## src/rtl/ll_dma_pkg.sv

```systemverilog
package ll_dma_pkg;

    typedef enum logic [2:0] {
        ST_IDLE,
        ST_FETCH,
        ST_CHECK,
        ST_SRC,
        ST_DST,
        ST_SEG_END,
        ST_DONE,
        ST_FAULT
    } dma_state_e;

    typedef enum logic {
        DIR_IN  = 1'b0,
        DIR_OUT = 1'b1
    } dma_dir_e;

    localparam logic [2:0] IDX_CTRL = 3'd0;
    localparam logic [2:0] IDX_STAT = 3'd1;
    localparam logic [2:0] IDX_IPTR = 3'd2;
    localparam logic [2:0] IDX_OPTR = 3'd3;
    localparam logic [2:0] IDX_EN   = 3'd4;

    localparam logic [31:0] CMD_CANCEL = 32'd0;
    localparam logic [31:0] CMD_STOP   = 32'd4;

    localparam int LAST_BIT   = 31;
    localparam int DESC_WORDS = 3;

endpackage

```

## src/rtl/ll_dma_regs.sv

```systemverilog
module ll_dma_regs
    import ll_dma_pkg::*;
#(
    parameter int REG_AW = 5,
    parameter int NDIR   = 2
) (
    input  logic              clk,
    input  logic              rst_n,
    input  logic              reg_we,
    input  logic [REG_AW-1:0] reg_addr,
    input  logic [31:0]       reg_wdata,
    output logic [31:0]       reg_rdata,
    input  logic [NDIR-1:0]   fin,
    input  logic [NDIR-1:0]   fault,
    input  logic              stop_ack,
    output logic [NDIR-1:0]   busy,
    output logic [NDIR-1:0]   enable,
    output logic              stop_q,
    output logic              cancel,
    output logic [31:0]       in_ptr,
    output logic [31:0]       out_ptr,
    output logic [31:0]       status
);

    logic [2:0]      widx;
    logic            ctrl_wr;
    logic            stop_cmd;
    logic [NDIR-1:0] start_cmd;
    logic [NDIR-1:0] err;
    logic            chain_err;

    assign widx     = reg_addr[4:2];
    assign ctrl_wr  = reg_we && (widx == IDX_CTRL);
    assign cancel   = ctrl_wr && (reg_wdata == CMD_CANCEL);
    assign stop_cmd = ctrl_wr && (reg_wdata == CMD_STOP);

    for (genvar d = 0; d < NDIR; d++) begin : g_dir
        assign start_cmd[d] = ctrl_wr && (reg_wdata == (32'd1 << d));

        always_ff @(posedge clk) begin
            if (!rst_n) begin
                busy[d] <= 1'b0;
                err[d]  <= 1'b0;
            end else begin
                if (cancel || fin[d] || stop_ack) begin
                    busy[d] <= 1'b0;
                end else if (start_cmd[d] && enable[d]) begin
                    busy[d] <= 1'b1;
                end
                if (cancel) begin
                    err[d] <= 1'b0;
                end else if (fault[d]) begin
                    err[d] <= 1'b1;
                end
            end
        end
    end

    always_ff @(posedge clk) begin
        if (!rst_n) begin
            in_ptr    <= '0;
            out_ptr   <= '0;
            enable    <= '0;
            stop_q    <= 1'b0;
            chain_err <= 1'b0;
        end else begin
            if (reg_we && widx == IDX_IPTR) in_ptr  <= reg_wdata;
            if (reg_we && widx == IDX_OPTR) out_ptr <= reg_wdata;
            if (reg_we && widx == IDX_EN)   enable  <= reg_wdata[NDIR-1:0];
            if (cancel || stop_ack) begin
                stop_q <= 1'b0;
            end else if (stop_cmd) begin
                stop_q <= 1'b1;
            end
            if (cancel) begin
                chain_err <= 1'b0;
            end else if (|fault) begin
                chain_err <= 1'b1;
            end
        end
    end

    assign status = {27'd0, chain_err, err, busy};

    always_comb begin
        unique case (widx)
            IDX_STAT: reg_rdata = status;
            IDX_IPTR: reg_rdata = in_ptr;
            IDX_OPTR: reg_rdata = out_ptr;
            IDX_EN:   reg_rdata = {{(32-NDIR){1'b0}}, enable};
            default:  reg_rdata = '0;
        endcase
    end

endmodule

```

## src/rtl/ll_dma_seq.sv

```systemverilog
module ll_dma_seq
    import ll_dma_pkg::*;
#(
    parameter int HOST_AW  = 32,
    parameter int LOC_AW   = 24,
    parameter int LEN_W    = 16,
    parameter int MAX_DESC = 8
) (
    input  logic               clk,
    input  logic               rst_n,
    input  logic [1:0]         busy,
    input  logic               stop_q,
    input  logic               cancel,
    input  logic [31:0]        in_ptr,
    input  logic [31:0]        out_ptr,
    output logic [1:0]         fin,
    output logic [1:0]         fault,
    output logic               stop_ack,
    output logic               hst_req,
    output logic               hst_we,
    output logic [HOST_AW-1:0] hst_addr,
    output logic [31:0]        hst_wdata,
    input  logic               hst_ack,
    input  logic [31:0]        hst_rdata,
    output logic               loc_req,
    output logic               loc_we,
    output logic [LOC_AW-1:0]  loc_addr,
    output logic [31:0]        loc_wdata,
    input  logic               loc_ack,
    input  logic [31:0]        loc_rdata,
    output logic               done_evt,
    output logic               llerr_evt
);

    localparam int CNT_W     = (MAX_DESC > 1) ? $clog2(MAX_DESC) : 1;
    localparam int DESC_BYTE = DESC_WORDS * 4;

    dma_state_e         state_q, state_d;
    dma_dir_e           dir_q;
    logic [HOST_AW-1:0] desc_ptr;
    logic [1:0]         wsel;
    logic [CNT_W-1:0]   desc_cnt;
    logic [LOC_AW-1:0]  laddr;
    logic [HOST_AW-1:0] haddr;
    logic [LEN_W-1:0]   remain;
    logic               last_q;
    logic [31:0]        data_q;
    logic               src_ack, dst_ack;

    assign src_ack = (dir_q == DIR_OUT) ? loc_ack : hst_ack;
    assign dst_ack = (dir_q == DIR_OUT) ? hst_ack : loc_ack;

    // next state
    always_comb begin
        state_d = state_q;
        unique case (state_q)
            ST_IDLE: begin
                if (!stop_q && |busy) state_d = ST_FETCH;
            end
            ST_FETCH: begin
                if (hst_ack && wsel == 2'(DESC_WORDS - 1)) state_d = ST_CHECK;
            end
            ST_CHECK: begin
                state_d = (remain == '0) ? ST_FAULT : ST_SRC;
            end
            ST_SRC: begin
                if (src_ack) state_d = ST_DST;
            end
            ST_DST: begin
                if (dst_ack) state_d = (remain == LEN_W'(1)) ? ST_SEG_END : ST_SRC;
            end
            ST_SEG_END: begin
                if (last_q)                                state_d = ST_DONE;
                else if (stop_q)                           state_d = ST_IDLE;
                else if (desc_cnt == CNT_W'(MAX_DESC - 1)) state_d = ST_FAULT;
                else                                       state_d = ST_FETCH;
            end
            ST_DONE:  state_d = ST_IDLE;
            ST_FAULT: state_d = ST_IDLE;
            default:  state_d = ST_IDLE;
        endcase
        if (cancel) state_d = ST_IDLE;
    end

    // state register
    always_ff @(posedge clk) begin
        if (!rst_n) state_q <= ST_IDLE;
        else        state_q <= state_d;
    end

    // datapath
    always_ff @(posedge clk) begin
        if (!rst_n) begin
            dir_q    <= DIR_IN;
            desc_ptr <= '0;
            wsel     <= '0;
            desc_cnt <= '0;
            laddr    <= '0;
            haddr    <= '0;
            remain   <= '0;
            last_q   <= 1'b0;
            data_q   <= '0;
        end else begin
            unique case (state_q)
                ST_IDLE: begin
                    dir_q    <= busy[0] ? DIR_IN : DIR_OUT;
                    desc_ptr <= HOST_AW'(busy[0] ? in_ptr : out_ptr);
                    wsel     <= '0;
                    desc_cnt <= '0;
                end
                ST_FETCH: begin
                    if (hst_ack) begin
                        unique case (wsel)
                            2'd0:    laddr <= LOC_AW'(hst_rdata);
                            2'd1:    haddr <= HOST_AW'(hst_rdata);
                            default: begin
                                remain <= hst_rdata[LEN_W-1:0];
                                last_q <= hst_rdata[LAST_BIT];
                            end
                        endcase
                        wsel <= wsel + 2'd1;
                    end
                end
                ST_SRC: begin
                    if (src_ack) data_q <= (dir_q == DIR_OUT) ? loc_rdata : hst_rdata;
                end
                ST_DST: begin
                    if (dst_ack) begin
                        laddr  <= laddr + LOC_AW'(4);
                        haddr  <= haddr + HOST_AW'(4);
                        remain <= remain - LEN_W'(1);
                    end
                end
                ST_SEG_END: begin
                    desc_ptr <= desc_ptr + HOST_AW'(DESC_BYTE);
                    desc_cnt <= desc_cnt + CNT_W'(1);
                    wsel     <= '0;
                end
                default: ;
            endcase
        end
    end

    // outputs
    always_comb begin
        hst_req   = 1'b0;
        hst_we    = 1'b0;
        hst_addr  = haddr;
        loc_req   = 1'b0;
        loc_we    = 1'b0;
        fin       = '0;
        fault     = '0;
        stop_ack  = 1'b0;
        done_evt  = 1'b0;
        llerr_evt = 1'b0;
        unique case (state_q)
            ST_IDLE:  stop_ack = stop_q;
            ST_FETCH: begin
                hst_req  = 1'b1;
                hst_addr = desc_ptr + HOST_AW'({wsel, 2'b00});
            end
            ST_SRC: begin
                hst_req = (dir_q == DIR_IN);
                loc_req = (dir_q == DIR_OUT);
            end
            ST_DST: begin
                hst_req = (dir_q == DIR_OUT);
                hst_we  = (dir_q == DIR_OUT);
                loc_req = (dir_q == DIR_IN);
                loc_we  = (dir_q == DIR_IN);
            end
            ST_DONE: begin
                done_evt   = 1'b1;
                fin[dir_q] = 1'b1;
            end
            ST_FAULT: begin
                llerr_evt    = 1'b1;
                fin[dir_q]   = 1'b1;
                fault[dir_q] = 1'b1;
            end
            default: ;
        endcase
    end

    assign loc_addr  = laddr;
    assign hst_wdata = data_q;
    assign loc_wdata = data_q;

endmodule

```

## src/rtl/ll_dma_engine.sv

```systemverilog
module ll_dma_engine
    import ll_dma_pkg::*;
#(
    parameter int REG_AW   = 5,
    parameter int HOST_AW  = 32,
    parameter int LOC_AW   = 24,
    parameter int LEN_W    = 16,
    parameter int MAX_DESC = 8
) (
    input  logic               clk,
    input  logic               rst_n,
    input  logic               reg_we,
    input  logic [REG_AW-1:0]  reg_addr,
    input  logic [31:0]        reg_wdata,
    output logic [31:0]        reg_rdata,
    output logic               hst_req,
    output logic               hst_we,
    output logic [HOST_AW-1:0] hst_addr,
    output logic [31:0]        hst_wdata,
    input  logic               hst_ack,
    input  logic [31:0]        hst_rdata,
    output logic               loc_req,
    output logic               loc_we,
    output logic [LOC_AW-1:0]  loc_addr,
    output logic [31:0]        loc_wdata,
    input  logic               loc_ack,
    input  logic [31:0]        loc_rdata,
    output logic               done_evt,
    output logic               llerr_evt
);

    logic [1:0]  busy, enable, fin, fault;
    logic        stop_q, stop_ack, cancel;
    logic [31:0] in_ptr, out_ptr, status;

    ll_dma_regs #(
        .REG_AW (REG_AW),
        .NDIR   (2)
    ) u_regs (
        .clk      (clk),
        .rst_n    (rst_n),
        .reg_we   (reg_we),
        .reg_addr (reg_addr),
        .reg_wdata(reg_wdata),
        .reg_rdata(reg_rdata),
        .fin      (fin),
        .fault    (fault),
        .stop_ack (stop_ack),
        .busy     (busy),
        .enable   (enable),
        .stop_q   (stop_q),
        .cancel   (cancel),
        .in_ptr   (in_ptr),
        .out_ptr  (out_ptr),
        .status   (status)
    );

    ll_dma_seq #(
        .HOST_AW (HOST_AW),
        .LOC_AW  (LOC_AW),
        .LEN_W   (LEN_W),
        .MAX_DESC(MAX_DESC)
    ) u_seq (
        .clk      (clk),
        .rst_n    (rst_n),
        .busy     (busy),
        .stop_q   (stop_q),
        .cancel   (cancel),
        .in_ptr   (in_ptr),
        .out_ptr  (out_ptr),
        .fin      (fin),
        .fault    (fault),
        .stop_ack (stop_ack),
        .hst_req  (hst_req),
        .hst_we   (hst_we),
        .hst_addr (hst_addr),
        .hst_wdata(hst_wdata),
        .hst_ack  (hst_ack),
        .hst_rdata(hst_rdata),
        .loc_req  (loc_req),
        .loc_we   (loc_we),
        .loc_addr (loc_addr),
        .loc_wdata(loc_wdata),
        .loc_ack  (loc_ack),
        .loc_rdata(loc_rdata),
        .done_evt (done_evt),
        .llerr_evt(llerr_evt)
    );

endmodule

```

## config.mk

```make
export PLATFORM = sky130hd
export DESIGN_NAME = ll_dma_engine
export DESIGN_NICKNAME = d
export VERILOG_FILES = /design/src/rtl/ll_dma_pkg.sv /design/src/rtl/ll_dma_regs.sv /design/src/rtl/ll_dma_seq.sv /design/src/rtl/ll_dma_engine.sv
export SDC_FILE = /design/constraint.sdc
export NUM_CORES = 1
export LEC_CHECK = 0
export BUFFER_PORTS_ARGS = -buffer_cell sky130_fd_sc_hd__clkbuf_2
export CAP_MARGIN = 15
export CELL_PAD_IN_SITES_DETAIL_PLACEMENT = 0
export CELL_PAD_IN_SITES_GLOBAL_PLACEMENT = 1
export CORE_MARGIN = 10
export CORE_UTILIZATION = 37
export CTS_CLUSTER_DIAMETER = 150
export DETAILED_ROUTE_END_ITERATION = 8
export GPL_TIMING_DRIVEN = 0
export HOLD_SLACK_MARGIN = 0.15
export PLACE_DENSITY_LB_ADDON = 0.1
export SETUP_SLACK_MARGIN = 0.3
export SYNTH_ARGS = -nofsm -noshare
export SYNTH_HDL_FRONTEND = slang
export SYNTH_HIERARCHICAL = 1
export SYNTH_SLANG_ARGS = --single-unit
```

## constraint.sdc

```tcl
create_clock -name clk -period 2.2 [get_ports clk]
set_clock_uncertainty 0.1 [all_clocks]
set_input_delay 0.11 -clock clk [delete_from_list [all_inputs] [get_ports clk]]
set_output_delay 0.11 -clock clk [all_outputs]
set_load 0.02 [all_outputs]
```

# == Word-level counts from Yosys, hierarchy flattened ==
# Cells that the tools add are included.
# word_totals
ff_bits,218
elab_cells,144
output_inout_bits,158
in_bits,106
# op_classes
add_sub_neg,7
eq_ne,26
order_cmp,2
reduce_logical,43
bitwise_logic,3
n_mux,44
# ops
op,count
32-bit two-way mux,6
32-bit case mux with 2 select lines,2
32-bit case mux with 4 select lines,1
24-bit two-way mux,3
16-bit two-way mux,3
24-bit case mux with 2 select lines,1
"32-bit by 3-bit adder with 32-bit output, second input constant",1
32-bit by 4-bit adder with 32-bit output,1
"32-bit by 4-bit adder with 32-bit output, second input constant",1
"32-bit by 1-bit equality test with 1-bit output, second input constant",1
"32-bit by 2-bit equality test with 1-bit output, second input constant",1
"32-bit by 3-bit equality test with 1-bit output, second input constant",1
32-bit logical NOT,1
16-bit case mux with 2 select lines,1
3-bit two-way mux,9
"24-bit by 3-bit adder with 24-bit output, second input constant",1
3-bit case mux with 7 select lines,1
"3-bit equality test, second input constant",6
2-bit OR reduction,9
"16-bit by 1-bit equality test with 1-bit output, second input constant",1
16-bit logical NOT,1
4-bit AND reduction,4
"16-bit by 1-bit subtractor with 16-bit output, second input constant",1
1-bit logical AND,13
25 further kinds,55

# == Depth between registers and ports, before layout ==
# Gate-level depths: netlist (run 1).
# depth
depth_word,8
ltp_mapped,9
ltp_nobuf,7

# == Hierarchy ==
# The synthesis (run 1) kept the hierarchy.
# by_module_without_submodules
mod,cells_per_inst,area_per_inst_um2,seq_area_each_um2,n_inst
ll_dma_seq,1281,9804.4,2922.8,1
ll_dma_regs,418,3444.6,1441.4,1

# == Worst setup path after synthesis (run 1) ==
# OpenSTA, ideal clock, no wires.
# synth_path
path_kind,register to output
from,register u_seq.desc_ptr[2]
to,output port hst_addr[30]
t_arrival_ns,2.261
path_slack_ns,-0.271
stages_incl_launch_ff,8
n_path_buf,0
required_time_ns,1.990
cell_sequence,dfxtp_1 ha_1 inv_1 fa_1 nor4_4 nand3_1 xnor2_1 o21ai_0
# synth_between
elab_chain_cells,2
# synth_lines
element,line_no,rtl
from (decl),ll_dma_seq.sv:40,logic [HOST_AW-1:0] desc_ptr;
from (signal assigned),ll_dma_seq.sv:107,desc_ptr <= HOST_AW'(busy[0] ? in_ptr : out_ptr);
from (signal assigned),ll_dma_seq.sv:135,desc_ptr <= desc_ptr + HOST_AW'(DESC_BYTE);
32-bit by 4-bit adder with 32-bit output,ll_dma_seq.sv:160,"hst_addr = desc_ptr + HOST_AW'({wsel, 2'b00});"
32-bit two-way mux,ll_dma_seq.sv:156,unique case (state_q)
to (decl),ll_dma_engine.sv:18,"output logic [HOST_AW-1:0] hst_addr,"
# No other way between the ends.

# == Worst setup path after layout (run 1) ==
# layout_path
from,register u_seq.desc_ptr[3]
to,output port hst_addr[27]
# The elaborated chain is that of the path after synthesis.

==> out/results.txt, run 1 <==
Status = finished with violations
Violated checks = setup timing
Max VDD drop = 0.711 mV
Worst slew pin tran = 1.26 ns
Hold slack = 0.0631 ns
Synth Cell Area = 13000 um2
Post-Syn Area per Cell = 7.81 um2
Drt pass-1 iters = 5
DR DRC count = 0
Setup crit start kind = flip-flop
Final WL = 64700 um
Post-route ant nets = 0
Final instance area = 21800 um2
Syn Nets = 1787
Clk buf depth = 3
Antenna Cells = 0
DR WL/cell = 23.7 um
CTS Root Cell = clkbuf_16
Layout Nets = 2369
Layout cells sized above 1 = 0.456
Site Rows = 68
Inst Count DP = 2382
Setup-failing EPs final = 31
CTS buffer count = 27
Via-to-Cell Ratio = 5.71
Yosys warns = 6
Worst Path Required = 1.99 ns
Final Cycle Share = 1.24
Critical Path Sink Type = output port
Gr usage total = 0.260
Worst skew pair latency = 0.55 ns
First-pass GRT wire length = 90100 um
Die Y = 208 um
Cells after synthesis = 1668
Max-slew violation count = 0
Reg clk slew, reported paths = 0.06 ns
CTS tree = yes
Crit-path max FO = 4
Worst-path cell chain = buf_12 > ha_4 > a21oi_4 > nor3_4 > buf_6 > nand4_1 > xor2_1 > o21ai_2 > buf_4
Final setup margin = -0.526 ns
Power Density = 937 nW/um2
Maximum number of pins on one net before global-route repair = 14
Total die area = 43100 um2
Peak Freq = 0.367 GHz
Vias = 15600
Hold Path Class = in2reg
Hold_buf cts = 105
Leakage = 8.76 nW
Placed cell areas = 15000 um2
Most common cell after layout, fill and taps aside = clkbuf_2
Unrepaired setup endpoints after global routing = yes
Crit path arrival time = 2.52 ns
Period minus WS final = 2.73 ns
HPWL Detailed = 44300 um
Core Area = 34600 um2
Final TNS setup = -11.00 ns
CP top delay family = buffers and inverters
Die width = 208 um
Initial antenna violation count = 0
Finished Layout Cells = 2726
Buffers & Inverters on Critical Path = 3
Commonest cells after routing, fill and taps aside = clkbuf_2 (232), nand2_1 (223), buf_4 (175)
CP max stage delay = 0.37 ns
Initial Utilization = 0.376
Global route overflow = 0
DRT iter0 DRCs = 1127
Final Hold Fails = 0
CP Class = reg2out
Area Overhead vs Synth = 67.5%
H-tree levels = 1
Worst slew margin = 0.158
Max-cap viol count = 0
IO buf count = 259
RePlAce Congestion = 0.901
Vias in the first global route = 14800
CTS sink cnt = 218
Cell with the largest stage delay on the worst path = dfxtp_4
Top Ports = 264
Pre-CTS setup slack = -0.712 ns
[sequential cells by signal (all words and copies together), names as in the netlist]
| register | count |
|---|---|
| u_seq/remain | 16 |
| u_regs/status | 2 |
| u_regs/out_ptr | 32 |
| u_seq/wsel | 2 |
| u_seq/hst_wdata | 32 |
| u_seq/haddr | 32 |
| u_seq/state_q | 3 |
| u_seq/desc_ptr | 32 |
| u_regs/busy | 2 |
| u_seq/last_q | 1 |
| u_regs/enable | 2 |
| u_regs/stop_q | 1 |
| u_regs/in_ptr | 32 |
| u_regs/chain_err | 1 |
| u_seq/desc_cnt | 3 |
| u_seq/loc_addr | 24 |
| u_seq/dir_q | 1 |
[final cells by class]
class                      count  area (um2)
tap                          455         569
buffer                       163        1460
clock inverter                15         166
fill                        2930       12800
timing repair buffer         552        4440
multi-input combinational   1267        9850
sequential                   218        4460
clock buffer                  35         767
inverter                      21        90.1
[worst reg2reg max path: stages (launching register included)]
cell     delay, ns
dfxtp_4       0.38
or3b_4        0.45
buf_8         0.16
buf_8         0.13
buf_8         0.13
or4_1         0.46
mux2i_1       0.15
o31a_1        0.13
[power breakdown]
group,internal [W],leakage (nW),switching [W]
Combinational,0.00483,6.51,0.00572
Sequential,0.00449,1.79,0.000647
Clock,0.00282,0.461,0.00192
[timing repair]
action,4_1_cts,5_1_grt
gates cloned,3,12
gates resized for setup,297,625
buffers inserted,38,136
pin swaps,40,216
endpoints found under the hold margin,177,2
endpoints found under the setup margin,187,176
[per-layer routing]
layer	share of wire	track usage	wire (um)
met5	0	0	0
met4	0.060	0.120	3900
met3	0.061	0.0396	3930
met2	0.50	0.468	32200
met1	0.38	0.297	24700
[through the flow]
step           total power [W]  utilization
6_report                0.0204        0.630
3_3_place_gp            0.0108        0.433
3_5_place_dp            0.0108        0.433
5_1_grt                 0.0211        0.630
2_1_floorplan          0.00863            -
4_1_cts                 0.0170        0.531
[final timing paths]
path                                          from  slack [ns]  depth (start not counted)                  to
worst min-delay path                 reg_wdata[23]        0.06                          5      u_regs/busy[0]
worst min register to register  u_regs/out_ptr[26]        0.37                          2  u_regs/out_ptr[26]
worst max-delay path             u_seq/desc_ptr[3]       -0.53                          9        hst_addr[27]
worst max register to register    u_seq/state_q[2]        0.05                          7     u_seq/haddr[29]
Power figures use the tool's default switching activity.
==> inputs of run 2 (changes only) <==
--- a/config.mk
+++ b/config.mk
@@ -7,10 +7,10 @@
 export LEC_CHECK = 0
 export BUFFER_PORTS_ARGS = -buffer_cell sky130_fd_sc_hd__clkbuf_2
 export CAP_MARGIN = 15
-export CELL_PAD_IN_SITES_DETAIL_PLACEMENT = 0
-export CELL_PAD_IN_SITES_GLOBAL_PLACEMENT = 1
+export CELL_PAD_IN_SITES_DETAIL_PLACEMENT = 1
+export CELL_PAD_IN_SITES_GLOBAL_PLACEMENT = 2
 export CORE_MARGIN = 10
-export CORE_UTILIZATION = 37
+export CORE_UTILIZATION = 29
 export CTS_CLUSTER_DIAMETER = 150
 export DETAILED_ROUTE_END_ITERATION = 8
 export GPL_TIMING_DRIVEN = 0
==> out/results.txt, run 2 (synthesized netlist as in run 1, its figures left out) <==
Crit. Startpoint = u_seq/desc_ptr[2]
Initial Utilization = 0.294
Layout Nets = 2370
IO buf count = 259
Final Util = 0.496
Worst skew pair latency = 0.58 ns
Worst Path Required = 1.99 ns
Crit path arrival time = 2.71 ns
Die Y = 232 um
Core Area = 44300 um2
RePlAce Congestion = 0.898
Final Cycle Share = 1.33
Seq. cell area = 4440 um2
Status = finished with violations
DR DRC count = 0
GR met1 Demand/Resource = 0.300
CTS Root Cell = clkbuf_16
Unrepaired setup endpoints after global routing = yes
R2R Setup Slk = -0.24 ns
Post-route ant nets = 0
CP Class = reg2out
Period minus WS final = 2.92 ns
Peak Freq = 0.343 GHz
Layout cells sized above 1 = 0.432
Buffers & Inverters on Critical Path = 4
Clk buf depth = 3
Crit-path max FO = 4
Hold slack = 0.180 ns
Setup-failing EPs final = 80
Filler Cell Count = 5080
Violated checks = setup timing
Area taken by multi-input logic gates = 9700 um2
Placed cell areas = 15200 um2
Total die area = 53800 um2
H-tree levels = 1
Final setup margin = -0.717 ns
Top Ports = 264
Most common cell after layout, fill and taps aside = clkbuf_2
WHS Endpoint = u_regs/stop_q
Antenna Cells = 0
Reg clk slew, reported paths = 0.06 ns
Final TNS setup = -17.76 ns
Setup crit start kind = flip-flop
Leakage = 8.72 nW
RR Endpoint = u_seq/haddr[14]
Final WL = 76200 um
Gr usage total = 0.258
DRT iter0 DRCs = 903
Via-to-Cell Ratio = 5.55
CTS tree = yes
HPWL Detailed = 52400 um
Die width = 232 um
Vias = 15900
Commonest cells after routing, fill and taps aside = clkbuf_2 (235), nand2_1 (231), dfxtp_1 (182)
CTS buffer count = 29
Max VDD drop = 0.582 mV
Max-slew violation count = 0
Worst Hold Depth = 5
Met2 GRT Util = 0.465
Max-cap viol count = 0
Cell with the largest stage delay on the worst path = fa_2
Maximum number of pins on one net before global-route repair = 14
Critical R2R Launch = u_seq/state_q[2]
CP top delay family = adder cells
CTS sink cnt = 218
DR WL/cell = 26.6 um
Busiest grt layer = met2
Hold_sp = reg_addr[3]
GR Util met3 = 0.0324
Area Overhead vs Synth = 68.7%
Global route overflow = 0
Worst-path cell chain = ha_4 > inv_2 > fa_2 > nor4_4 > buf_4 > buf_6 > nand4_1 > xor2_2 > o21ai_2 > clkbuf_8
R2r worst-path depth = 13
Vias in the first global route = 16100
Worst slew margin = 0.255
Initial antenna violation count = 0
Final Hold Fails = 0
Final instance area = 22000 um2
Hold Path Class = in2reg
Worst slew pin tran = 1.12 ns
Site Rows = 77
Drt pass-1 iters = 5
Critical Path Sink Type = output port
First-pass GRT wire length = 106000 um
CP max stage delay = 0.41 ns
Power Density = 966 nW/um2
-- run 2: cell count changes in the layout (fill, tap and decap cells not counted), sizes merged --
| cell | before | now |
|---|---|---|
| inv | 22 | 20 |
| dlygate4sd3 | 103 | 111 |
| nor2 | 141 | 140 |
| clkinv | 8 | 7 |
| dlymetal6s4s | 2 | 0 |
| clkinvlp | 3 | 2 |
| bufinv | 3 | 1 |
| buf | 319 | 304 |
| clkbuf | 326 | 344 |
-- run 2: power breakdown --
part | internal [W] | switching, W
Combinational | 0.00519 | 0.00611
Sequential | 0.00447 | 0.000700
Clock | 0.00277 | 0.00199
-- run 2: repair_timing --
| item | in CTS | in global routing |
|---|---|---|
| endpoints found under the hold margin | 180 | 0 |
| setup endpoints to repair | 189 | 198 |
| hold buffers | 111 | 0 |
| resized for setup | 464 | 415 |
| gates cloned | 8 | 7 |
| buffers inserted | 79 | 88 |
| pin swaps | 75 | 148 |
-- run 2: routing by layer --
metal | routed length, um | vias to the layer above
li1 | - | 7242
met1 | 30000 | 8004
met2 | 38800 | 490
met3 | 3240 | 161
met4 | 4130 | 0
met5 | 0 | -
-- run 2: metrics by stage --
stage / setup slack, ns / power, W / cells
2_1_floorplan: 0.241 / 0.00863 / 1668
3_3_place_gp: -0.760 / 0.0111 / 2519
3_5_place_dp: -0.773 / 0.0112 / 2519
4_1_cts: -0.763 / 0.0187 / 2770
5_1_grt: -0.795 / 0.0219 / 2865
6_report: -0.717 / 0.0212 / 2865
-- run 2: how the worst max path moves through the flow --
stage | end | slack (ns) | depth (start not counted)
final | hst_addr[22] | -0.72 | 10
after global placement | u_seq/remain[10] | -0.76 | 7
after global routing | hst_addr[22] | -0.79 | 10
after floorplan | hst_addr[9] | 0.24 | 5
after detailed placement | u_seq/haddr[16] | -0.77 | 7
after CTS | hst_addr[26] | -0.76 | 9
-- run 2: final cells by class --
cell class                      count  area share
Multi-Input combinational cell   1266       0.441
Timing Repair Buffer              552       0.207
Sequential cell                   218       0.202
Buffer                            163      0.0695
Clock buffer                       44      0.0388
Tap cell                          592      0.0337
Inverter                           21     0.00399
Clock inverter                      9     0.00347
-- run 2: worst register-to-register path: stages, from the launching register on --
cell       delay (ns)
dfxtp_4          0.39
or3b_4           0.41
buf_8            0.14
buf_6            0.10
buf_6            0.10
buf_6            0.10
buf_6            0.12
clkbuf_16        0.17
buf_6            0.13
buf_12           0.12
nand2_8          0.09
o31ai_1          0.08
a22oi_1          0.20
nor2_1           0.07
==> inputs of run 3 (changes only) <==
--- a/config.mk
+++ b/config.mk
@@ -15,7 +15,7 @@
 export DETAILED_ROUTE_END_ITERATION = 8
 export GPL_TIMING_DRIVEN = 0
 export HOLD_SLACK_MARGIN = 0.15
-export PLACE_DENSITY_LB_ADDON = 0.1
+export PLACE_DENSITY = 0.81
 export SETUP_SLACK_MARGIN = 0.3
 export SYNTH_ARGS = -nofsm -noshare
 export SYNTH_HDL_FRONTEND = slang
==> out/results.txt, run 3 (synthesized netlist as in run 1, its figures left out) <==
Worst slew margin = 0.0358
DR WL/cell = 29.9 um
Site Rows = 77
Period minus WS final = 2.95 ns
CTS buffer count = 28
Most common cell after layout, fill and taps aside = clkbuf_2
Sw Share = 0.431
Final setup margin = -0.746 ns
Tot Pwr = 0.0234 W
Final WL = 87300 um
Reg clk slew, reported paths = 0.06 ns
Unrepaired setup endpoints after global routing = yes
Final Cycle Share = 1.34
Peak Freq = 0.339 GHz
Combinational share of power = 0.579
Post-route ant nets = 0
Gr usage total = 0.263
Layout Nets = 2423
Area Overhead vs Synth = 77.0%
Initial antenna violation count = 2
R2R Setup Slk = -0.48 ns
First-pass GRT wire length = 110000 um
Sw Pwr = 0.0101 W
Filler Cell Count = 5023
Final instance area = 23000 um2
IO buf count = 259
Worst Path Required = 1.99 ns
HPWL Detailed = 48300 um
Worst skew pair latency = 0.59 ns
Top Ports = 264
Violated checks = setup timing
CTS Root Cell = clkbuf_16
Final Util = 0.520
Die Y = 232 um
Worst slew pin tran = 1.45 ns
Leakage = 9.11 nW
Crit path arrival time = 2.74 ns
Die width = 232 um
Vias = 17800
Power Density = 1010 nW/um2
Setup crit start kind = flip-flop
CTS sink cnt = 218
Crit-path max FO = 3
CTS tree = yes
DR DRC count = 0
Layout cells sized above 1 = 0.469
CP Class = reg2out
Global route overflow = 0
Inst Count DP = 2519
Drt pass-1 iters = 5
Seq pwr share = 0.222
Max VDD drop = 0.717 mV
Max-slew violation count = 0
Status = finished with violations
Via-to-Cell Ratio = 6.09
Finished Layout Cells = 2917
Placed cell areas = 15200 um2
Core Area = 44300 um2
Vias in the first global route = 17200
Total die area = 53800 um2
Seq. cell area = 4420 um2
Max-cap viol count = 0
RePlAce Congestion = 0.937
Commonest cells after routing, fill and taps aside = clkbuf_2 (230), nand2_1 (226), dfxtp_1 (193)
Final Hold Fails = 0
DRT iter0 DRCs = 1543
Setup-failing EPs final = 146
Hold Path Class = in2reg
Clock Power Share = 0.198
Int Pwr = 0.0133 W
Initial Utilization = 0.294
Maximum number of pins on one net before global-route repair = 14
Clk buf depth = 3
R2r worst-path depth = 11
H-tree levels = 1
Worst Hold Depth = 5
Critical Path Sink Type = output port
Area taken by multi-input logic gates = 10100 um2
-- run 3: cell types whose count changed in the layout (fill, tap and decap cells not counted), sizes merged, moves of 2 or more --
cell / before / now
buf: 304 / 358
clkbuf: 344 / 351
clkinv: 7 / 3
clkinvlp: 2 / 0
diode: 0 / 2
dlygate4sd3: 111 / 105
-- run 3: area by class of cell --
cell class / instances / share of cell area
inverter: 21 / 0.00386
buffer: 163 / 0.0680
sequential: 218 / 0.192
tap: 592 / 0.0321
multi-input combinational: 1267 / 0.436
antenna: 2 / 0.000217
clock buffer: 46 / 0.0373
timing repair buffer: 605 / 0.230
clock inverter: 3 / 0.000652
-- run 3: worst paths after layout --
check,from,to
max,u_seq/wsel[0],hst_addr[28]
min reg2reg,u_regs/out_ptr[18],u_regs/out_ptr[18]
max reg2reg,u_seq/state_q[0],u_seq/haddr[29]
min,reg_wdata[24],u_regs/busy[0]
-- run 3: power by group through the flow --
stage	Sequential (W)	Clock, W	Combinational, W
after floorplan	0.00505	0	0.00357
after global placement	0.00503	0	0.00586
after detailed placement	0.00505	0	0.00594
after CTS	0.00503	0.00460	0.0104
after global routing	0.00523	0.00484	0.0137
final	0.00519	0.00464	0.0135
-- run 3: metal layers --
metal  vias to the layer above  routed length [um]  track usage
li1                       7346                   -            -
met1                      8761               30900        0.300
met4                         2                7580        0.154
met5                         -                  10            0
met3                       514                7610       0.0492
met2                      1150               41200        0.452
-- run 3: timing repair --
| action | in CTS | in global routing |
|---|---|---|
| gates cloned | 18 | 6 |
| setup buffers | 123 | 95 |
| setup endpoints to repair | 190 | 188 |
| gates resized for setup | 636 | 343 |
| hold buffers | 105 | 0 |
| pin swaps | 154 | 154 |
| endpoints found under the hold margin | 181 | 0 |
-- run 3: critical path, stage by stage, from the launching register on --
cell	delay (ns)
dfxtp_4	0.38
ha_4	0.14
inv_2	0.04
fa_2	0.45
buf_6	0.18
buf_6	0.11
nor3_4	0.18
nand3_1	0.13
xor2_1	0.18
o21ai_2	0.18
clkbuf_8	0.18
-- run 3: stage by stage --
| stage | setup TNS (ns) | hold slack, ns | setup slack (ns) |
|---|---|---|---|
| global route | -40.89 | 0.185 | -0.819 |
| CTS | -15.55 | 0.145 | -0.669 |
| global placement | -42.96 | 0.273 | -0.631 |
| detailed placement | -51.24 | 0.278 | -0.750 |
| finish | -36.68 | 0.156 | -0.746 |
| floorplan | 0 | 0.145 | 0.241 |
